**config.mk**
```make
export PLATFORM = sky130hd
export DESIGN_NAME = acc_cmp_unit
export DESIGN_NICKNAME = d
export VERILOG_FILES = /design/src/rtl/cmp_pkg.sv /design/src/rtl/cmp_align.sv /design/src/rtl/cmp_flags.sv /design/src/rtl/cmp_ccr_reg.sv /design/src/rtl/acc_cmp_unit.sv
export SDC_FILE = /design/constraint.sdc
export NUM_CORES = 1
export LEC_CHECK = 0
export ABC_AREA = 1
export ABC_CLOCK_PERIOD_IN_PS = 3500
export BUFFER_PORTS_ARGS = -buffer_cell sky130_fd_sc_hd__buf_2
export CAP_MARGIN = 15
export CORE_MARGIN = 4
export CORE_UTILIZATION = 50
export DETAILED_ROUTE_END_ITERATION = 12
export PLACE_DENSITY = 0.82
export SKIP_LAST_GASP = 1
export SLEW_MARGIN = 20
export SYNTH_ARGS = -nofsm -noshare
export SYNTH_HDL_FRONTEND = slang
export SYNTH_SLANG_ARGS = --single-unit
export TNS_END_PERCENT = 10
```
**constraint.sdc**
```tcl
create_clock -name clk -period 3.5 [get_ports clk]
set_input_delay 0.35 -clock clk [delete_from_list [all_inputs] [get_ports clk]]
set_output_delay 0.35 -clock clk [all_outputs]
set_load 0.05 [all_outputs]
```
**src/rtl/cmp_pkg.sv**
```systemverilog
package cmp_pkg;

    localparam int WORD_W = 24;
    localparam int EXT_W  = 8;
    localparam int ACC_W  = EXT_W + 2 * WORD_W;
    localparam int MSB    = ACC_W - 1;
    localparam int HI_B   = 2 * WORD_W - 1;

    typedef enum logic {
        OPND_ACC  = 1'b0,
        OPND_WORD = 1'b1
    } opnd_kind_e;

    typedef struct packed {
        logic scale;
        logic limit;
        logic ext;
        logic unnorm;
        logic neg;
        logic zero;
        logic ovf;
        logic carry;
    } ccr_t;

    typedef struct packed {
        logic             borrow;
        logic [ACC_W-1:0] diff;
    } sub_res_t;

    function automatic logic [ACC_W-1:0] widen_word(input logic [WORD_W-1:0] w);
        return {{EXT_W{w[WORD_W-1]}}, w, {WORD_W{1'b0}}};
    endfunction

    function automatic sub_res_t sub_full(input logic [ACC_W-1:0] a,
                                          input logic [ACC_W-1:0] b);
        sub_res_t r;
        logic [ACC_W:0] t;
        t = {1'b0, a} - {1'b0, b};
        r.borrow = t[ACC_W];
        r.diff   = t[ACC_W-1:0];
        return r;
    endfunction

endpackage

```
**src/rtl/cmp_align.sv**
```systemverilog
module cmp_align
    import cmp_pkg::*;
#(
    parameter int W_W = WORD_W,
    parameter int A_W = ACC_W
) (
    input  opnd_kind_e       kind_i,
    input  logic [A_W-1:0]   acc_i,
    input  logic [W_W-1:0]   word_i,
    output logic [A_W-1:0]   opnd_o
);
    logic [A_W-1:0] word_wide;

    always_comb begin
        word_wide = widen_word(word_i);
    end

    always_comb begin
        unique case (kind_i)
            OPND_WORD: opnd_o = word_wide;
            default:   opnd_o = acc_i;
        endcase
    end
endmodule

```
**src/rtl/cmp_flags.sv**
```systemverilog
module cmp_flags
    import cmp_pkg::*;
#(
    parameter int A_W = ACC_W,
    parameter int H_B = HI_B
) (
    input  logic [A_W-1:0] s2_i,
    input  logic [A_W-1:0] s1_i,
    output logic [5:0]     flags_o
);
    localparam int TOP  = A_W - 1;
    localparam int GRDN = TOP - H_B + 1;

    sub_res_t        res;
    logic            f_carry, f_ovf, f_zero, f_neg, f_unn, f_ext;
    logic [GRDN-1:0] guard;

    always_comb begin
        res     = sub_full(s2_i, s1_i);
        guard   = res.diff[TOP:H_B];
        f_carry = res.borrow;
        f_ovf   = (s2_i[TOP] ^ s1_i[TOP]) & (res.diff[TOP] ^ s2_i[TOP]);
        f_zero  = (res.diff == '0);
        f_neg   = res.diff[TOP];
        f_ext   = !((guard == '0) || (guard == '1));
        f_unn   = ~(res.diff[H_B] ^ res.diff[H_B-1]);
        flags_o = {f_ext, f_unn, f_neg, f_zero, f_ovf, f_carry};
    end
endmodule

```
**src/rtl/cmp_ccr_reg.sv**
```systemverilog
module cmp_ccr_reg
    import cmp_pkg::*;
(
    input  logic       clk,
    input  logic       rst,
    input  logic       load_i,
    input  logic [5:0] flags_i,
    input  logic [7:0] ccr_i,
    output ccr_t       ccr_q
);
    ccr_t nxt;
    logic unused_low;

    assign unused_low = ^ccr_i[5:0];

    always_comb begin
        nxt        = ccr_q;
        if (load_i) begin
            nxt.scale  = ccr_i[7];
            nxt.limit  = ccr_i[6];
            nxt.ext    = flags_i[5];
            nxt.unnorm = flags_i[4];
            nxt.neg    = flags_i[3];
            nxt.zero   = flags_i[2];
            nxt.ovf    = flags_i[1];
            nxt.carry  = flags_i[0];
        end
    end

    always_ff @(posedge clk) begin
        if (rst) ccr_q <= '0;
        else     ccr_q <= nxt;
    end
endmodule

```
**src/rtl/acc_cmp_unit.sv**
```systemverilog
module acc_cmp_unit
    import cmp_pkg::*;
(
    input  logic              clk,
    input  logic              rst,
    input  logic              vld_i,
    input  logic              s1_is_word_i,
    input  logic [ACC_W-1:0]  s2_acc_i,
    input  logic [ACC_W-1:0]  s1_acc_i,
    input  logic [WORD_W-1:0] s1_word_i,
    input  logic [7:0]        ccr_i,
    output logic [7:0]        ccr_o
);
    opnd_kind_e       kind;
    logic [ACC_W-1:0] s1_ext;
    logic [5:0]       flags;
    ccr_t             ccr_q;

    assign kind = s1_is_word_i ? OPND_WORD : OPND_ACC;

    cmp_align #(.W_W(WORD_W), .A_W(ACC_W)) u_align (
        .kind_i (kind),
        .acc_i  (s1_acc_i),
        .word_i (s1_word_i),
        .opnd_o (s1_ext)
    );

    cmp_flags #(.A_W(ACC_W), .H_B(HI_B)) u_flags (
        .s2_i    (s2_acc_i),
        .s1_i    (s1_ext),
        .flags_o (flags)
    );

    cmp_ccr_reg u_reg (
        .clk     (clk),
        .rst     (rst),
        .load_i  (vld_i),
        .flags_i (flags),
        .ccr_i   (ccr_i),
        .ccr_q   (ccr_q)
    );

    assign ccr_o = ccr_q;
endmodule

```
==> results of run 1 <==
cell usage in the layout (no fill, tap or decap), types with 2 or more instances in the layout:
master	n
dfxtp_1	8
o21bai_1	10
ha_2	2
nand4_1	26
inv_1	207
buf_8	2
nand3b_1	8
nor2_1	105
a21oi_1	53
xnor2_1	2
mux2i_2	3
nor3_2	5
o21a_1	2
inv_2	8
o21ai_1	3
nand2_2	42
o21bai_4	2
a21o_1	4
clkbuf_16	4
nor3_1	5
mux2i_1	20
nor2_2	21
ha_1	35
buf_2	148
buf_12	3
nand2_1	433
xor2_1	6
buf_6	2
a21oi_4	2
nor2_4	5
nand3_2	7
buf_4	185
o21ai_0	15
nand3_1	64
ha_4	21
a21oi_2	19
worst max-delay path by stage:
stage                       from              to  slack [ns]  cells past startpoint
global placement    s1_is_word_i  u_reg.ccr_q[2]       -0.32                     24
global route        s1_is_word_i  u_reg.ccr_q[2]       -0.33                     27
finish              s1_is_word_i  u_reg.ccr_q[2]       -0.11                     27
CTS                 s1_is_word_i  u_reg.ccr_q[2]       0.005                     27
detailed placement  s1_is_word_i  u_reg.ccr_q[2]       -0.44                     26
floorplan           s1_is_word_i  u_reg.ccr_q[2]        0.01                     27
where the power goes:
part           switching [mW]  total (mW)  leakage, nW  internal [mW]
Clock                  0.0437       0.191       0.0370          0.147
Combinational           0.998        1.77         5.14          0.771
Sequential            0.00344       0.103       0.0661         0.0992
Total                    1.05        2.06         5.24           1.02
final cells by class:
type | count | area [µm²] | area share (%)
Inverter | 217 | 822.0 | 9.298
Tap cell | 140 | 175.2 | 1.981
Clock buffer | 3 | 75.07 | 0.8491
Sequential cell | 8 | 160.2 | 1.811
Timing Repair Buffer | 342 | 2295 | 25.96
Multi-Input combinational cell | 933 | 5314 | 60.10
critical path, delay by kind of cell:
kind	cells	cell delay [ns]
and+or+nand+nor	19	1.99
xor gates and xnor gates	1	0.17
adders and majority gates	2	0.50
AOI/OAI and AO/OA	2	0.29
muxes	1	0.23
buffers and inverters	2	0.24
metal layers:
metal  up-vias  share of wire, %
li1       4330                 -
met1      4059                41
met2       492                46
met3        84                11
met4         0               3.1
met5         -                 0
per-stage QoR:
step                power (mW)  cell area, µm²
floorplan               0.9621            5782
global placement         1.608            8048
detailed placement       1.627            8048
CTS                      1.879            8386
global route             2.216            8841
finish                   2.063            8841
logic make-up after synthesis:
kind of cell | after synthesis | synth area share [%]
and+or+nand+nor | 728 | 52.76
adders and majority gates | 59 | 12.92
xor gates and xnor gates | 9 | 1.366
AOI/OAI and AO/OA | 114 | 11.40
muxes | 23 | 3.989
buffers and inverters | 226 | 14.78
DFF | 8 | 2.775
timing repair:
item / CTS / global route
setup buffers: 1 / 6
gates cloned: 1 / 1
pin swaps: 9 / 34
endpoints found under the setup margin: 1 / 2
resized for setup: 42 / 88
hold buffers: 0 / 0
==> out/metrics.cfg, run 1 <==
[floorplanning]
core_area_um2 = 11080
die_area_um2 = 13330
die_y_um = 115.4
io_pins = 156
die_width_um = 115.4
rows = 38
start_util_pct = 52.10

[timing]
worst_pin_slew_ns = 0.4219
setup_tns_ns = -0.1051
min_period_over_period_pct = 103.0
clock_skew_ns = 0
slew_headroom_pct = 71.57
layout_setup_ws_ns = -0.1051
period_needed_ns = 3.605
max_freq_mhz = 277.4
timing_hold_violations_final = 0
holdWs_ns = 0.3419
setup_violations = 1
drv_slew = 0
rsz0062_at_grt = yes

[place]
gp_congestion = 1.020
dp_slack_ns = -0.4441
portBuffers = 149
dp_hpwl_mm = 20.52
placed_cells_incl_taps = 1631

[layout]
largest_register_ffs = 8
nFillCells = 879
final_util_pct = 79.81
instances_no_fill = 1643
top_regs = u_reg.ccr_q: 8 flops
regMostFlops = u_reg.ccr_q
area_growth_pct = 53.18
layout-drive-gt1-share_pct = 32.60
antenna_cells = 0
fin_nets = 1712

[synthesis]
yosysSeqAreaShare_pct = 2.775
syn-num-nets = 1374
synth_warnings = 0
ys_ff_latch = 8
synth_area_um2 = 5772
synth.most_common_cell = nand2_1
yosys.cell_types.count = 39
syn_inst = 1167
synth.avg_cell_area_um2 = 4.946
synth-async-reset-ratio_pct = 0
yosys.area.top_type = nand2_1
synth_edf_count = 0
synth_top_area_share_pct = 30.18
yosys-top-cells-count = 464 x nand2_1, 209 x inv_1, 120 x nor2_1, 67 x a21oi_1, 67 x nand3_1
yosys-top-cells-area = nand2_1 30%, inv_1 14%, ha_1 13%
ys.flop_type = dfxtp_1

[setup_path]
crit_arrival_ns = 3.77
cp.required_ns = 3.67
cp-start-kind = input port
rrSetupSlack_ns = 2.86
path_class = in -> reg
critPathCaptureType = flip-flop
crit_path_top_delay_cell = ha_1
rr_endpoint = u_reg.ccr_q[6]
timing.rr.start = u_reg.ccr_q[6]
crit_path_frequent_cell = nand2_1
critPathMaxStageDelay_ns = 0.30
r2r_cells = 2
critical_path.max_fanout = 5

[power_and_ir_drop]
ir_worst_vdd_v = 0.0004651
power_leakage_nw = 5.241
power_density_nw_per_um2 = 233.3

[clock_tree]
clock_sinks = 8
clock_latency_ns = 0.23
cts_root_buf = clkbuf_16
cts_buffer_depth = 2
cts_tree = done
path_clk_slew_ns = 0.04
cts-buffers-inserted = 3
htreeDepth = 1

[routing]
wl_per_cell_um = 16.39
via_count = 8965
wl_mm = 26.93
final_antenna_net_count = 0
drt_iter0_drc = 884
drc = 0
vias_per_cell = 5.456
drt_pass1_iterations = 5

[job]
cap_violations = 0

[worst_hold_path]
hp-start = rst
hold_depth = 2
whs_endpoint = u_reg.ccr_q[2]
hold_class = in -> reg

[global_routing]
antenna_found_initial = 0
overflow = 0
met3_usage_pct = 5.431
grt_max_degree = 13
grt_first_pass_wirelength_mm = 38.14
grt_pass1_vias = 8012
grt_busiest_layer = met2
track_usage_pct = 35.41
use_met2_pct = 59.34
grt_use_met1_pct = 48.70

[status]
status = complete, but fails checks
violations = negative setup slack

Note: power is estimated with default switching activity, not from simulation.
==> inputs of run 2 (changes only) <==
Settings changed: CTS_BUF_LIST set to sky130_fd_sc_hd__clkbuf_8.
==> run 2 against run 1 <==
The run still ends with negative setup slack left. Clock skew did not move. Global-route usage rose by 0.076 points. Setup slack improved by 0.072 ns. Total power fell by 10%. Non-clock buffer count fell by 7. Utilization fell by 4.0 points. Die area did not move. Highest routed layer unchanged.
==> out/metrics.cfg, run 2 (same netlist as run 1, synthesis figures left out) <==
[status]
status = complete, but fails checks
violations = negative setup slack

[global_routing]
antenna_found_initial = 0
grt_pass1_vias = 8020
overflow = 0
grt_first_pass_wirelength_mm = 38.19
grt_max_degree = 13
track_usage_pct = 35.48

[floorplanning]
die_width_um = 115.4
die_y_um = 115.4
start_util_pct = 52.10
core_area_um2 = 11080
io_pins = 156
die_area_um2 = 13330
rows = 38

[routing]
vias_per_cell = 5.214
drt_pass1_iterations = 6
wl_per_cell_um = 14.96
drt_iter0_drc = 764
via_count = 8530
drc = 0
wl_mm = 24.47
final_antenna_net_count = 0

[setup_path]
cp-start-kind = input port
crit_arrival_ns = 3.70
crit_path_top_delay_cell = bufbuf_16
critPathMaxStageDelay_ns = 0.28
cp.required_ns = 3.67
path_class = in -> reg
critPathCaptureType = flip-flop
critical_path.max_fanout = 11
crit_path_frequent_cell = nand2_1
crit_family = simple AND/OR/NAND/NOR gates
cp-startpoint = s1_is_word_i
critPathBufInv = 3
timing.rr.start = u_reg.ccr_q[5]

[layout]
layout-drive-gt1-share_pct = 28.21
final_common_cell = nand2_1
area_growth_pct = 45.52
largest_register_ffs = 8
regMostFlops = u_reg.ccr_q
top_regs = u_reg.ccr_q: 8 flops
layout_common_cells = 457 x nand2_1, 208 x inv_1, 180 x buf_4
fin_nets = 1705
antenna_cells = 0
postLayoutCellArea_um2 = 8399
instances_no_fill = 1636

[timing]
min_period_over_period_pct = 101.0
slew_headroom_pct = 72.50
clock_skew_ns = 0
max_freq_mhz = 283.0
setup_violations = 1
period_needed_ns = 3.533
rsz0062_at_grt = yes
worst_pin_slew_ns = 0.4082
drv_slew = 0
layout_setup_ws_ns = -0.03338
timing_hold_violations_final = 0

[place]
placed_cells_incl_taps = 1631
gp_congestion = 1.020
placed_cell_area_um2 = 8048
dp_hpwl_mm = 20.52
portBuffers = 149

[power_and_ir_drop]
power_leakage_nw = 5.160
power_density_nw_per_um2 = 220.8
ir_worst_vdd_v = 0.0002220

[clock_tree]
cts-buffers-inserted = 3
clock_sinks = 8
cts_root_buf = clkbuf_8
clock_latency_ns = 0.22
path_clk_slew_ns = 0.04
cts_buffer_depth = 2
cts_tree = done
htreeDepth = 1
hold_buffers = 0

[job]
cap_violations = 0

[worst_hold_path]
hold_class = in -> reg
hp-start = rst

==> run 2: path summary, 6_finish.rpt <==
check	end	slack, ns	cells past startpoint
setup / recovery	u_reg.ccr_q[2]	-0.03	27
hold / removal	u_reg.ccr_q[2]	0.34	2
setup reg to reg	u_reg.ccr_q[5]	2.82	2
hold reg to reg	u_reg.ccr_q[0]	0.46	2
==> run 2: power breakdown <==
group          internal, mW  total, mW  switching [mW]
Sequential           0.0992      0.103         0.00353
Clock                0.0743      0.109          0.0344
Combinational         0.716       1.64           0.927
Total                 0.890       1.85           0.965
==> run 2: layout make-up <==
class,instances,area [µm²]
Fill cell,988,2679
Tap cell,140,175.2
Timing Repair Buffer,335,2205
Inverter,217,817.0
Clock buffer,3,41.29
Multi-Input combinational cell,933,5001
Sequential cell,8,160.2
==> run 2: metal layers <==
layer,track usage [%],wire (µm),up-vias
met4,6.808,573,0
li1,-,-,4318
met1,48.83,10760,3796
met2,59.26,10930,369
met3,5.379,2215,47
met5,0,0,-
==> run 2: per-stage QoR <==
step	hold slack [ns]	setup TNS, ns	power, mW	utilization (%)	setup WS, ns
3_5_place_dp	0.4566	-0.4441	1.627	72.65	-0.4441
3_3_place_gp	0.4504	-0.3176	1.608	72.65	-0.3176
2_1_floorplan	0.4124	0	0.9621	-	0.01184
5_1_grt	0.3583	-0.2923	2.023	75.82	-0.2923
4_1_cts	0.3377	0	1.798	75.30	0.0008571
6_report	0.3367	-0.03338	1.854	75.82	-0.03338
==> run 2: worst reg2reg max path, cell delays in order (launching register included) <==
cell,delay [ns]
dfxtp_1,0.30
o21ai_0,0.18
a21oi_1,0.07
==> run 2: timing repair <==
action	4_1_cts	5_1_grt
endpoints found under the setup margin	1	2
pin swaps	9	5
gates resized for setup	39	11
buffers inserted	1	0
endpoints found under the hold margin	0	0
gates cloned	1	0
